$ cat config.mk
export PLATFORM = sky130hd
export DESIGN_NAME = mdu_hilo
export DESIGN_NICKNAME = d
export VERILOG_FILES = /design/src/rtl/mdu_pkg.sv /design/src/rtl/mdu_ctrl.sv /design/src/rtl/mdu_dpath.sv /design/src/rtl/mdu_hilo.sv
export SDC_FILE = /design/constraint.sdc
export NUM_CORES = 1
export LEC_CHECK = 0
export BUFFER_PORTS_ARGS = -buffer_cell sky130_fd_sc_hd__clkbuf_2
export CORE_ASPECT_RATIO = 1.5
export CORE_MARGIN = 2
export CORE_UTILIZATION = 45
export CTS_BUF_LIST = sky130_fd_sc_hd__clkbuf_4 sky130_fd_sc_hd__clkbuf_8
export CTS_CLUSTER_SIZE = 24
export DETAILED_ROUTE_END_ITERATION = 16
export PLACE_DENSITY = 0.62
export SYNTH_ARGS = -nofsm -noshare
export SYNTH_HDL_FRONTEND = slang
export SYNTH_SLANG_ARGS = --single-unit
$ cat constraint.sdc
create_clock -name clk -period 7.8 [get_ports clk]
set_input_delay 1.56 -clock clk [delete_from_list [all_inputs] [get_ports clk]]
set_output_delay 1.56 -clock clk [all_outputs]
set_load 0.02 [all_outputs]
$ cat src/rtl/mdu_pkg.sv
package mdu_pkg;
  localparam logic [5:0] FN_MFHI  = 6'd16;
  localparam logic [5:0] FN_MFLO  = 6'd18;
  localparam logic [5:0] FN_MULT  = 6'd24;
  localparam logic [5:0] FN_MULTU = 6'd25;
  localparam logic [5:0] FN_DIV   = 6'd26;
  localparam logic [5:0] FN_DIVU  = 6'd27;

  // low two bits of the arithmetic function codes map directly
  typedef enum logic [1:0] {OP_MULT, OP_MULTU, OP_DIV, OP_DIVU} mdOp_e;

  typedef struct packed {
    logic  load;
    logic  step;
    logic  finish;
    mdOp_e op;
  } mdStrobe_t;
endpackage

$ cat src/rtl/mdu_ctrl.sv
module mdu_ctrl
  import mdu_pkg::*;
#(
  parameter int WIDTH = 32
) (
  input  logic       clk,
  input  logic       rst,
  input  logic       instValid,
  input  logic [5:0] funct,
  output mdStrobe_t  strb,
  output logic       busy,
  output logic       stall,
  output logic       rdValid,
  output logic       rdSelHi
);
  localparam int CNT_W = $clog2(WIDTH);
  localparam logic [CNT_W-1:0] LAST = CNT_W'(WIDTH - 1);

  logic [CNT_W-1:0] cnt;
  logic isArith, isMove, accept;

  always_comb begin
    isArith = instValid && (funct[5:2] == FN_MULT[5:2]);
    isMove  = instValid && (funct == FN_MFHI || funct == FN_MFLO);
    accept  = isArith && !busy;
    strb.load   = accept;
    strb.op     = mdOp_e'(funct[1:0]);
    strb.step   = busy;
    strb.finish = busy && (cnt == LAST);
    stall   = isMove && busy;
    rdValid = isMove && !busy;
    rdSelHi = (funct == FN_MFHI);
  end

  always_ff @(posedge clk) begin
    if (rst) begin
      busy <= 1'b0;
      cnt  <= '0;
    end else if (accept) begin
      busy <= 1'b1;
      cnt  <= '0;
    end else if (busy) begin
      cnt <= cnt + 1'b1;
      if (cnt == LAST) busy <= 1'b0;
    end
  end

  // a new operation always begins its count from zero
  p_busy_start_r7: assert property (@(posedge clk) disable iff (rst)
    $rose(busy) |-> cnt == '0);
  // the last step ends the operation
  p_busy_end_r7: assert property (@(posedge clk) disable iff (rst)
    (busy && cnt == LAST) |=> !busy);
  // a start while busy does not restart or end the operation
  p_ignore_r10: assert property (@(posedge clk) disable iff (rst)
    (busy && isArith && cnt != LAST) |=> busy && cnt == $past(cnt) + 1'b1);
  // stall and a valid read never appear together
  p_stall_r9: assert property (@(posedge clk) disable iff (rst)
    stall |-> busy && !rdValid);
endmodule

$ cat src/rtl/mdu_dpath.sv
module mdu_dpath
  import mdu_pkg::*;
#(
  parameter int WIDTH = 32
) (
  input  logic             clk,
  input  logic             rst,
  input  mdStrobe_t        strb,
  input  logic [WIDTH-1:0] rsData,
  input  logic [WIDTH-1:0] rtData,
  input  logic             rdSelHi,
  output logic [WIDTH-1:0] rdData
);
  logic [WIDTH-1:0] hiReg, loReg, opA, divisor, workHi, workLo;
  logic [WIDTH-1:0] stepHi, stepLo, magA, magB;
  logic [WIDTH:0]   sum, remS, trial;
  logic [2*WIDTH-1:0] prod;
  mdOp_e opKind;
  logic  negMain, negRem, divZero, isSigned, aNeg, bNeg, isDivOp;

  always_comb begin
    isSigned = (strb.op == OP_MULT) || (strb.op == OP_DIV);
    aNeg = isSigned && rsData[WIDTH-1];
    bNeg = isSigned && rtData[WIDTH-1];
    magA = aNeg ? (~rsData + 1'b1) : rsData;
    magB = bNeg ? (~rtData + 1'b1) : rtData;
    isDivOp = (opKind == OP_DIV) || (opKind == OP_DIVU);
    // one multiply step: conditional add then shift the pair right
    sum   = {1'b0, workHi} + (workLo[0] ? {1'b0, divisor} : '0);
    // one restoring divide step: shift the pair left, try a subtract
    remS  = {workHi, workLo[WIDTH-1]};
    trial = remS - {1'b0, divisor};
    if (isDivOp) begin
      stepHi = trial[WIDTH] ? remS[WIDTH-1:0] : trial[WIDTH-1:0];
      stepLo = {workLo[WIDTH-2:0], ~trial[WIDTH]};
    end else begin
      stepHi = sum[WIDTH:1];
      stepLo = {sum[0], workLo[WIDTH-1:1]};
    end
    prod = {stepHi, stepLo};
    if (negMain) prod = ~prod + 1'b1;
    rdData = rdSelHi ? hiReg : loReg;
  end

  always_ff @(posedge clk) begin
    if (rst) begin
      hiReg <= '0;
      loReg <= '0;
      opA <= '0; divisor <= '0; workHi <= '0; workLo <= '0;
      opKind <= OP_MULT; negMain <= 1'b0; negRem <= 1'b0; divZero <= 1'b0;
    end else begin
      if (strb.load) begin
        opKind  <= strb.op;
        opA     <= rsData;
        divisor <= magB;
        workHi  <= '0;
        workLo  <= magA;
        negMain <= aNeg ^ bNeg;
        negRem  <= aNeg;
        divZero <= (rtData == '0);
      end else if (strb.step) begin
        workHi <= stepHi;
        workLo <= stepLo;
      end
      if (strb.finish) begin
        if (!isDivOp) begin
          hiReg <= prod[2*WIDTH-1:WIDTH];
          loReg <= prod[WIDTH-1:0];
        end else if (divZero) begin
          hiReg <= opA;
          loReg <= '1;
        end else begin
          loReg <= negMain ? (~stepLo + 1'b1) : stepLo;
          hiReg <= negRem ? (~stepHi + 1'b1) : stepHi;
        end
      end
    end
  end

  // result registers move only at completion
  p_hold_r7: assert property (@(posedge clk) disable iff (rst)
    !strb.finish |=> $stable(hiReg) && $stable(loReg));
  // captured operand survives every step of the operation
  p_opnd_hold_r10: assert property (@(posedge clk) disable iff (rst)
    strb.step |=> $stable(opA));
  // divide by zero yields all ones and the dividend
  p_divzero_r6: assert property (@(posedge clk) disable iff (rst)
    (strb.finish && divZero && isDivOp) |=> loReg == '1 && hiReg == $past(opA));
endmodule

$ cat src/rtl/mdu_hilo.sv
module mdu_hilo
  import mdu_pkg::*;
#(
  parameter int WIDTH = 32
) (
  input  logic             clk,
  input  logic             rst,
  input  logic             instValid,
  input  logic [5:0]       funct,
  input  logic [WIDTH-1:0] rsData,
  input  logic [WIDTH-1:0] rtData,
  output logic             busy,
  output logic             stall,
  output logic             rdValid,
  output logic [WIDTH-1:0] rdData
);
  mdStrobe_t strb;
  logic rdSelHi;

  mdu_ctrl #(.WIDTH(WIDTH)) ctrl_i (
    .clk(clk), .rst(rst), .instValid(instValid), .funct(funct),
    .strb(strb), .busy(busy), .stall(stall), .rdValid(rdValid),
    .rdSelHi(rdSelHi)
  );

  mdu_dpath #(.WIDTH(WIDTH)) dpath_i (
    .clk(clk), .rst(rst), .strb(strb), .rsData(rsData), .rtData(rtData),
    .rdSelHi(rdSelHi), .rdData(rdData)
  );
endmodule

==> flow_summary.ini, run 1 <==
[run_status]
run_status = finished clean

[grt]
grt_use_total_pct = 28.92
grt_antenna_before_repair = 1
global_route_wire_length_before_repair_um = 90880
grt_overflow = 0
grt_pass1_vias = 16560
largest_net_degree_at_the_start_of_global_routing = 66

[clock_tree]
cts-root-buf = sky130_fd_sc_hd__clkbuf_8
post_cts_resize_count = 0
cts.sink_count = 202
cts_buffer_depth = 3
clock_tree.htree_level_count = 2
postCtsHoldBufs = 0
clk_pin_slew_worst_paths_ps = 70
cts_buffers = 35
cts_tree = done
clock_latency_late_sink_ps = 580
cts.repair_timing.setup_buffer_count = 0

[worst_setup_path]
cp.buffers_inverters = 2
cp_slowest_cell = sky130_fd_sc_hd__or3_1
crit_type = flip-flop to flip-flop
top_family_by_delay_on_critical_path = compound AO/OA/AOI/OAI gates
critical_path.startpoint_type = flip-flop
critical_path.cell_chain = inv_1 > ha_1 > inv_1 > fa_1 > a211oi_1 > o211ai_1 > a41oi_1 > a21oi_1 > o211ai_2 > nor2_1 > a21oi_1 > ha_1 > o211ai_1 > or2_1 > or3_1 > or2_2 > o31ai_1 > a21boi_1 > xor2_1 > a211oi_1 > o21a_1
worst_setup_end_kind = flip-flop
crit_fanout = 7
crit_path_max_incr_delay_ps = 570
cp_data_arrival_time_ps = 6660
worst_ep_required_time_ps = 8320

[worst_hold_path]
worst_min_delay_path_category = flip-flop to flip-flop

[final_layout]
post_route_cells_drive_above_1_share_pct = 13.41
sequential_cell_area_sq_um = 4053
final_nets = 2456
layout-area-overhead-vs-synth_pct = 9.308
post-route-util_pct = 49.55
fillCellCount = 3760
multiInputGateArea_sq_um = 12070

[synth]
synth.lib_cells_used.distinct = 90
seq_area_frac_synth_pct = 23.89
synth.yosys.warnings = 0
synth.top_cell.area_share_pct = 23.89
synth-edff-count = 0
post_synth_inst_count = 2279
area_of_the_mapped_netlist_sq_um = 16920
synthesized_nets = 2424
synth_top_area_cell = sky130_fd_sc_hd__dfxtp_1
yosys_most_used_dff = sky130_fd_sc_hd__dfxtp_1
post_synth_most_frequent_cells = 252 x sky130_fd_sc_hd__nand2_1, 240 x sky130_fd_sc_hd__nor2_1, 202 x sky130_fd_sc_hd__dfxtp_1, 201 x sky130_fd_sc_hd__a21oi_1, 152 x sky130_fd_sc_hd__o21ai_0
post_synth.cell_area_avg_sq_um = 7.426
yosysMostFrequentCell = sky130_fd_sc_hd__nand2_1
async_flop_share_pct = 0
postSynthRegisterBits = 202
synthTopCellsByArea = sky130_fd_sc_hd__dfxtp_1 24%, sky130_fd_sc_hd__a21oi_1 5.9%, sky130_fd_sc_hd__nand2_1 5.6%

[timing]
skew_ps = 26.96
final.period_utilization_pct = 78.72
unrepaired_setup_endpoints_after_global_routing = false
max_freq_mhz = 162.9
tns_ps = 0
tightest_slew_ps = 1107
setup-violations-final = 0
max-slew-margin-rel_pct = 25.06
finalMaxSlewViolations = 0
final_hold_viol_count = 0
finalWorstPathRequiredPeriod_ps = 6140

[drt]
number_of_drc_violations_after_detailed_routing = 0
violation_count_after_the_first_detailed_routing_iteration = 1174
vias_per_instance = 6.048
ant_nets = 0
detail_route.wl_per_cell_um = 20.41
num_vias = 17090
detail_route.wirelength_um = 57660
detailedRoute.firstPassIterationCount = 6

[pwr]
leakage_nw = 7.146
power_density_nw_per_um2 = 144.5
peakVddDrop_mv = 0.07880

[placed_design]
place.gp.congestion = 0.9579
hpwlAfterDp_um = 43980
numPortBuffers = 107

[floorplanning]
core_area_sq_um = 37340
io_pins = 108
die_w_um = 162.3
dieHeight_um = 241.5
dieArea_sq_um = 39210
rows = 87
start_util_pct = 45.33

[flow_run]
maxCapViolations = 0
routing by layer:
layer  routed length [um]  part of all wire, %  global-route usage (%)
met1                22900                   40                   33.76
met2                28400                   49                   51.49
met3                 3159                  5.5                   3.379
met4                 3209                  5.6                   14.89
met5                    0                    0                       0
placed cells by master, fill, tap and decap left out, types with 10 or more instances in the layout:
cell / instances
sky130_fd_sc_hd__o211ai_1: 28
sky130_fd_sc_hd__dfxtp_1: 199
sky130_fd_sc_hd__inv_1: 64
sky130_fd_sc_hd__o21bai_1: 10
sky130_fd_sc_hd__nor3_1: 65
sky130_fd_sc_hd__nand2b_1: 19
sky130_fd_sc_hd__nand2_1: 252
sky130_fd_sc_hd__or2_2: 15
sky130_fd_sc_hd__mux2_2: 69
sky130_fd_sc_hd__ha_1: 70
sky130_fd_sc_hd__a311oi_1: 12
sky130_fd_sc_hd__nor2b_1: 11
sky130_fd_sc_hd__nor4_1: 11
sky130_fd_sc_hd__buf_4: 33
sky130_fd_sc_hd__mux2i_1: 66
sky130_fd_sc_hd__clkbuf_2: 106
sky130_fd_sc_hd__o21ai_0: 152
sky130_fd_sc_hd__xor2_1: 79
sky130_fd_sc_hd__a21oi_1: 201
sky130_fd_sc_hd__clkbuf_8: 41
sky130_fd_sc_hd__o21a_1: 14
sky130_fd_sc_hd__nand4_1: 20
sky130_fd_sc_hd__and3_1: 16
sky130_fd_sc_hd__nor2_1: 238
sky130_fd_sc_hd__a31oi_1: 15
sky130_fd_sc_hd__o31ai_1: 31
sky130_fd_sc_hd__xnor2_1: 101
sky130_fd_sc_hd__o221ai_1: 10
sky130_fd_sc_hd__nand3_1: 43
sky130_fd_sc_hd__a211oi_1: 78
sky130_fd_sc_hd__a21o_1: 22
sky130_fd_sc_hd__o41ai_1: 18
sky130_fd_sc_hd__or3_1: 33
sky130_fd_sc_hd__and2_1: 45
worst min-delay path, stage by stage, from the launching register on:
cell and delay (ps):
sky130_fd_sc_hd__dfxtp_1 310, sky130_fd_sc_hd__nand2_1 50, sky130_fd_sc_hd__a21oi_1 50
flip-flops by register name, summed over array words and instances, names as in the netlist:
| name | count |
|---|---|
| dpath_i.workHi | 32 |
| dpath_i.loReg | 32 |
| ctrl_i.busy | 1 |
| dpath_i.opKind | 1 |
| ctrl_i.cnt | 5 |
| dpath_i.hiReg | 32 |
| dpath_i.divisor | 32 |
| dpath_i.workLo | 32 |
| dpath_i.opA | 32 |
| dpath_i.divZero | 1 |
| dpath_i.negMain | 1 |
| dpath_i.negRem | 1 |
metrics by stage:
stage | setup WS [ps] | instances | instance area [sq um] | power (mW) | hold slack (ps)
2_1_floorplan | 2590 | 2279 | 16920 | 1.445 | 419.6
3_3_place_gp | 1957 | 2763 | 17760 | 1.600 | 442.6
3_5_place_dp | 1819 | 2763 | 17760 | 1.607 | 446.3
4_1_cts | 1790 | 2823 | 18490 | 2.677 | 455.6
5_1_grt | 1330 | 2824 | 18500 | 2.773 | 484.1
6_report | 1660 | 2825 | 18500 | 2.673 | 456.3
power by group:
| group | internal (mW) | switching (mW) | total (mW) |
|---|---|---|---|
| Clock | 0.583 | 0.494 | 1.08 |
| Sequential | 1.04 | 0.0132 | 1.06 |
| Combinational | 0.181 | 0.359 | 0.541 |
| Total | 1.81 | 0.867 | 2.67 |
layout make-up:
class	instances	area share [%]
Antenna cell	2	0.02705
Clock inverter	12	0.6493
Multi-Input combinational cell	1868	65.25
Inverter	65	1.319
Tap cell	489	3.307
Sequential cell	202	21.91
Timing Repair Buffer	139	4.207
Clock buffer	48	3.334
final timing paths:
kind,start,endpoint,slack [ps],depth (start not counted)
setup reg to reg,dpath_i.workLo[31],dpath_i.hiReg[18],1660,21
hold reg to reg,dpath_i.opA[31],dpath_i.opA[31],460,2
hold / removal,dpath_i.opA[31],dpath_i.opA[31],460,2
setup / recovery,dpath_i.workLo[31],dpath_i.hiReg[18],1660,21
logic make-up after synthesis:
kind of cell    after synthesis  share of synthesized area [%]
mux                         135                          8.495
compound gates              668                          25.43
buf+inv                     209                          4.924
xor+xnor                    180                          9.315
simple gates                813                          22.53
flops                       202                          23.89
fa+ha+maj                    72                          5.412
Note: power is estimated with default switching activity, not from simulation.
==> run 2: changes to the inputs <==
--- a/config.mk
+++ b/config.mk
@@ -5,6 +5,7 @@
 export SDC_FILE = /design/constraint.sdc
 export NUM_CORES = 1
 export LEC_CHECK = 0
+export ABC_AREA = 1
 export BUFFER_PORTS_ARGS = -buffer_cell sky130_fd_sc_hd__clkbuf_2
 export CORE_ASPECT_RATIO = 1.5
 export CORE_MARGIN = 2
@@ -12,7 +13,7 @@
 export CTS_BUF_LIST = sky130_fd_sc_hd__clkbuf_4 sky130_fd_sc_hd__clkbuf_8
 export CTS_CLUSTER_SIZE = 24
 export DETAILED_ROUTE_END_ITERATION = 16
-export PLACE_DENSITY = 0.62
+export PLACE_DENSITY = 0.64
 export SYNTH_ARGS = -nofsm -noshare
 export SYNTH_HDL_FRONTEND = slang
 export SYNTH_SLANG_ARGS = --single-unit
==> constraint.sdc (replaced) <==
create_clock -name clk -period 5.6 [get_ports clk]
set_input_delay 1.12 -clock clk [delete_from_list [all_inputs] [get_ports clk]]
set_output_delay 1.12 -clock clk [all_outputs]
set_load 0.02 [all_outputs]
==> run 2 against run 1 <==
Compared with the run above:
- die area up 7.5%
- synthesized area up 7.6%
- critical path type unchanged
- flip-flop and latch count unchanged
- synthesized cell count up 39%
- power up 67%
==> flow_summary.ini, run 2 <==
[floorplanning]
die_w_um = 168.3
dieHeight_um = 250.4
start_util_pct = 45.44
rows = 90
io_pins = 108
core_area_sq_um = 40090
dieArea_sq_um = 42140

[drt]
violation_count_after_the_first_detailed_routing_iteration = 1891
detail_route.wl_per_cell_um = 22.82
ant_nets = 0
detailedRoute.firstPassIterationCount = 6
num_vias = 21890
detail_route.wirelength_um = 86160
number_of_drc_violations_after_detailed_routing = 0
vias_per_instance = 5.798

[timing]
finalWorstPathRequiredPeriod_ps = 4957
tns_ps = 0
tightest_slew_ps = 1308
finalHoldWorstSlack_ps = 457.1
max-slew-margin-rel_pct = 11.88
skew_ps = 50.41
setup-violations-final = 0
final.period_utilization_pct = 88.52
final_hold_viol_count = 0
worst_slack_ps = 642.8
unrepaired_setup_endpoints_after_global_routing = false
finalMaxSlewViolations = 0
max_freq_mhz = 201.7

[worst_setup_path]
worstReg2RegStart = dpath_i.workLo[31]
crit_path_max_incr_delay_ps = 400
cell_depth_of_the_worst_flop_to_flop_path = 33
timing.critical_path.mode_cell = sky130_fd_sc_hd__nand2_1
cp_slowest_cell = sky130_fd_sc_hd__fa_1
crit_fanout = 10
crit_type = flip-flop to flip-flop
critical_path.startpoint_type = flip-flop
worst_setup_end_kind = flip-flop
worst_ep_required_time_ps = 6100
worst-r2r-setup-slack_ps = 640
cp_data_arrival_time_ps = 5450
rr_endpoint = dpath_i.hiReg[12]

[final_layout]
final-instance-count-excl-fill = 3775
layout-area-overhead-vs-synth_pct = 10.41
layout_common_cells = 833 x sky130_fd_sc_hd__nand2_1, 497 x sky130_fd_sc_hd__inv_1, 308 x sky130_fd_sc_hd__nor2_1
final_design_area_no_fill_sq_um = 20110
post-route-util_pct = 50.17
mostFrequentLayoutCell = sky130_fd_sc_hd__nand2_1
post_route_cells_drive_above_1_share_pct = 9.311
final_nets = 3384

[placed_design]
placed_cell_area_sq_um = 19230
post-place-ws_ps = 672.3
place.gp.congestion = 1.022
placedCellCount = 3704
numPortBuffers = 107
hpwlAfterDp_um = 66860

[synth]
synth_compound_gate_area_share_pct = 19.55
synth.lib_cells_used.distinct = 54
synthTopCellsByArea = sky130_fd_sc_hd__dfxtp_1 22%, sky130_fd_sc_hd__nand2_1 17%, sky130_fd_sc_hd__inv_1 10%
synth_top_family_by_area = simple AND/OR/NAND/NOR gates
area_of_the_mapped_netlist_sq_um = 18220
synth-edff-count = 0
yosys_most_used_dff = sky130_fd_sc_hd__dfxtp_1
synth.top_cell.area_share_pct = 22.20
synthesized_nets = 3315
postSynthRegisterBits = 202
synth.yosys.warnings = 0
post_synth_inst_count = 3170
synthSimpleGateAreaFrac_pct = 36.13
yosysMostFrequentCell = sky130_fd_sc_hd__nand2_1
muxShareOfSynthArea_pct = 0.8654
seq_area_frac_synth_pct = 22.20
adder_cell_share_of_the_synthesized_area_pct = 5.028
synth_xor_area_share_pct = 2.981
synth_top_area_cell = sky130_fd_sc_hd__dfxtp_1
post_synth.cell_area_avg_sq_um = 5.746
async_flop_share_pct = 0
post_synth_most_frequent_cells = 833 x sky130_fd_sc_hd__nand2_1, 499 x sky130_fd_sc_hd__inv_1, 310 x sky130_fd_sc_hd__nor2_1, 255 x sky130_fd_sc_hd__o21ai_0, 245 x sky130_fd_sc_hd__nand3_1

[worst_hold_path]
hold_start = dpath_i.opA[25]
worst_min_delay_path_category = flip-flop to flip-flop
hold_ep = dpath_i.opA[25]
hold_depth = 2

[grt]
grt_pass1_vias = 21360
largest_net_degree_at_the_start_of_global_routing = 78
grt_use_total_pct = 40.39
grt_antenna_before_repair = 2
grt_overflow = 0
global_route_wire_length_before_repair_um = 127800

[clock_tree]
clock_latency_late_sink_ps = 620
cts_buffers = 39
cts_buffer_depth = 3
clock_tree.htree_level_count = 2
cts-root-buf = sky130_fd_sc_hd__clkbuf_8
cts.sink_count = 202
postCtsHoldBufs = 0
cts_tree = done
clk_pin_slew_worst_paths_ps = 60

[pwr]
leakage_nw = 10.85
power_density_nw_per_um2 = 222.1
peakVddDrop_mv = 0.2811
post-layout-total-power_mw = 4.467

[flow_run]
maxCapViolations = 0

[run_status]
run_status = finished clean
run 2: cell count changes in the layout (fill, tap and decap cells not counted), sizes merged, moves of 28 or more:
cell / before / now
mux2: 69 / 14
inv: 67 / 508
or3: 35 / 2
nand2: 252 / 854
o31ai: 31 / 3
and2: 47 / 4
nor2: 240 / 324
nor3: 66 / 36
o21ai: 158 / 265
xor2: 79 / 42
nand3: 43 / 250
mux2i: 66 / 0
xnor2: 101 / 20
a211oi: 80 / 3
run 2: routing by layer:
| metal | wire length, um | up-vias | global-route usage (%) |
|---|---|---|---|
| li1 | - | 10430 | - |
| met1 | 28630 | 10060 | 39.67 |
| met2 | 40580 | 1010 | 68.61 |
| met3 | 5558 | 395 | 6.842 |
| met4 | 11380 | 2 | 43.84 |
| met5 | 8 | - | 0 |
run 2: worst max-delay path by stage:
stage                            start                end  slack (ps)
floorplan           dpath_i.workLo[31]  dpath_i.hiReg[12]        1570
global placement    dpath_i.workLo[31]  dpath_i.hiReg[12]         790
detailed placement  dpath_i.workLo[31]  dpath_i.hiReg[30]         670
CTS                 dpath_i.workLo[31]  dpath_i.hiReg[30]         660
global route        dpath_i.workLo[31]  dpath_i.hiReg[12]          80
finish              dpath_i.workLo[31]  dpath_i.hiReg[12]         640
run 2: repair_timing:
item / in CTS / in global routing
gates resized for setup: 0 / 1
buffers inserted: 0 / 0
setup endpoints to repair: 0 / 1
run 2: logic make-up after synthesis:
logic type,after synthesis
simple gates,1552
compound gates,636
buf+inv,632
flops,202
fa+ha+maj,72
xor+xnor,62
mux,14
run 2: area by class of cell:
cell class,count,area [sq um]
sequential,202,4051
timing repair buffer,152,873.3
clock inverter,7,111.4
fill,4389,19980
multi-input combinational,2336,11770
clock buffer,60,757.0
inverter,508,1907
antenna,4,10.01
tap,506,633.1
run 2: report_power, final:
group	switching, mW	total [mW]	internal [mW]
Combinational	0.938	1.29	0.353
Sequential	0.0276	1.49	1.46
Clock	0.729	1.69	0.960
run 2: worst max-delay path, delay by kind of cell, from the launching register on:
family | cells | cell delay (ps)
AND/OR/NAND/NOR | 23 | 2770
flip-flops | 1 | 320
AO/OA/AOI/OAI | 4 | 720
buffers and inverters | 3 | 300
adder cells (fa/ha/maj) | 3 | 730
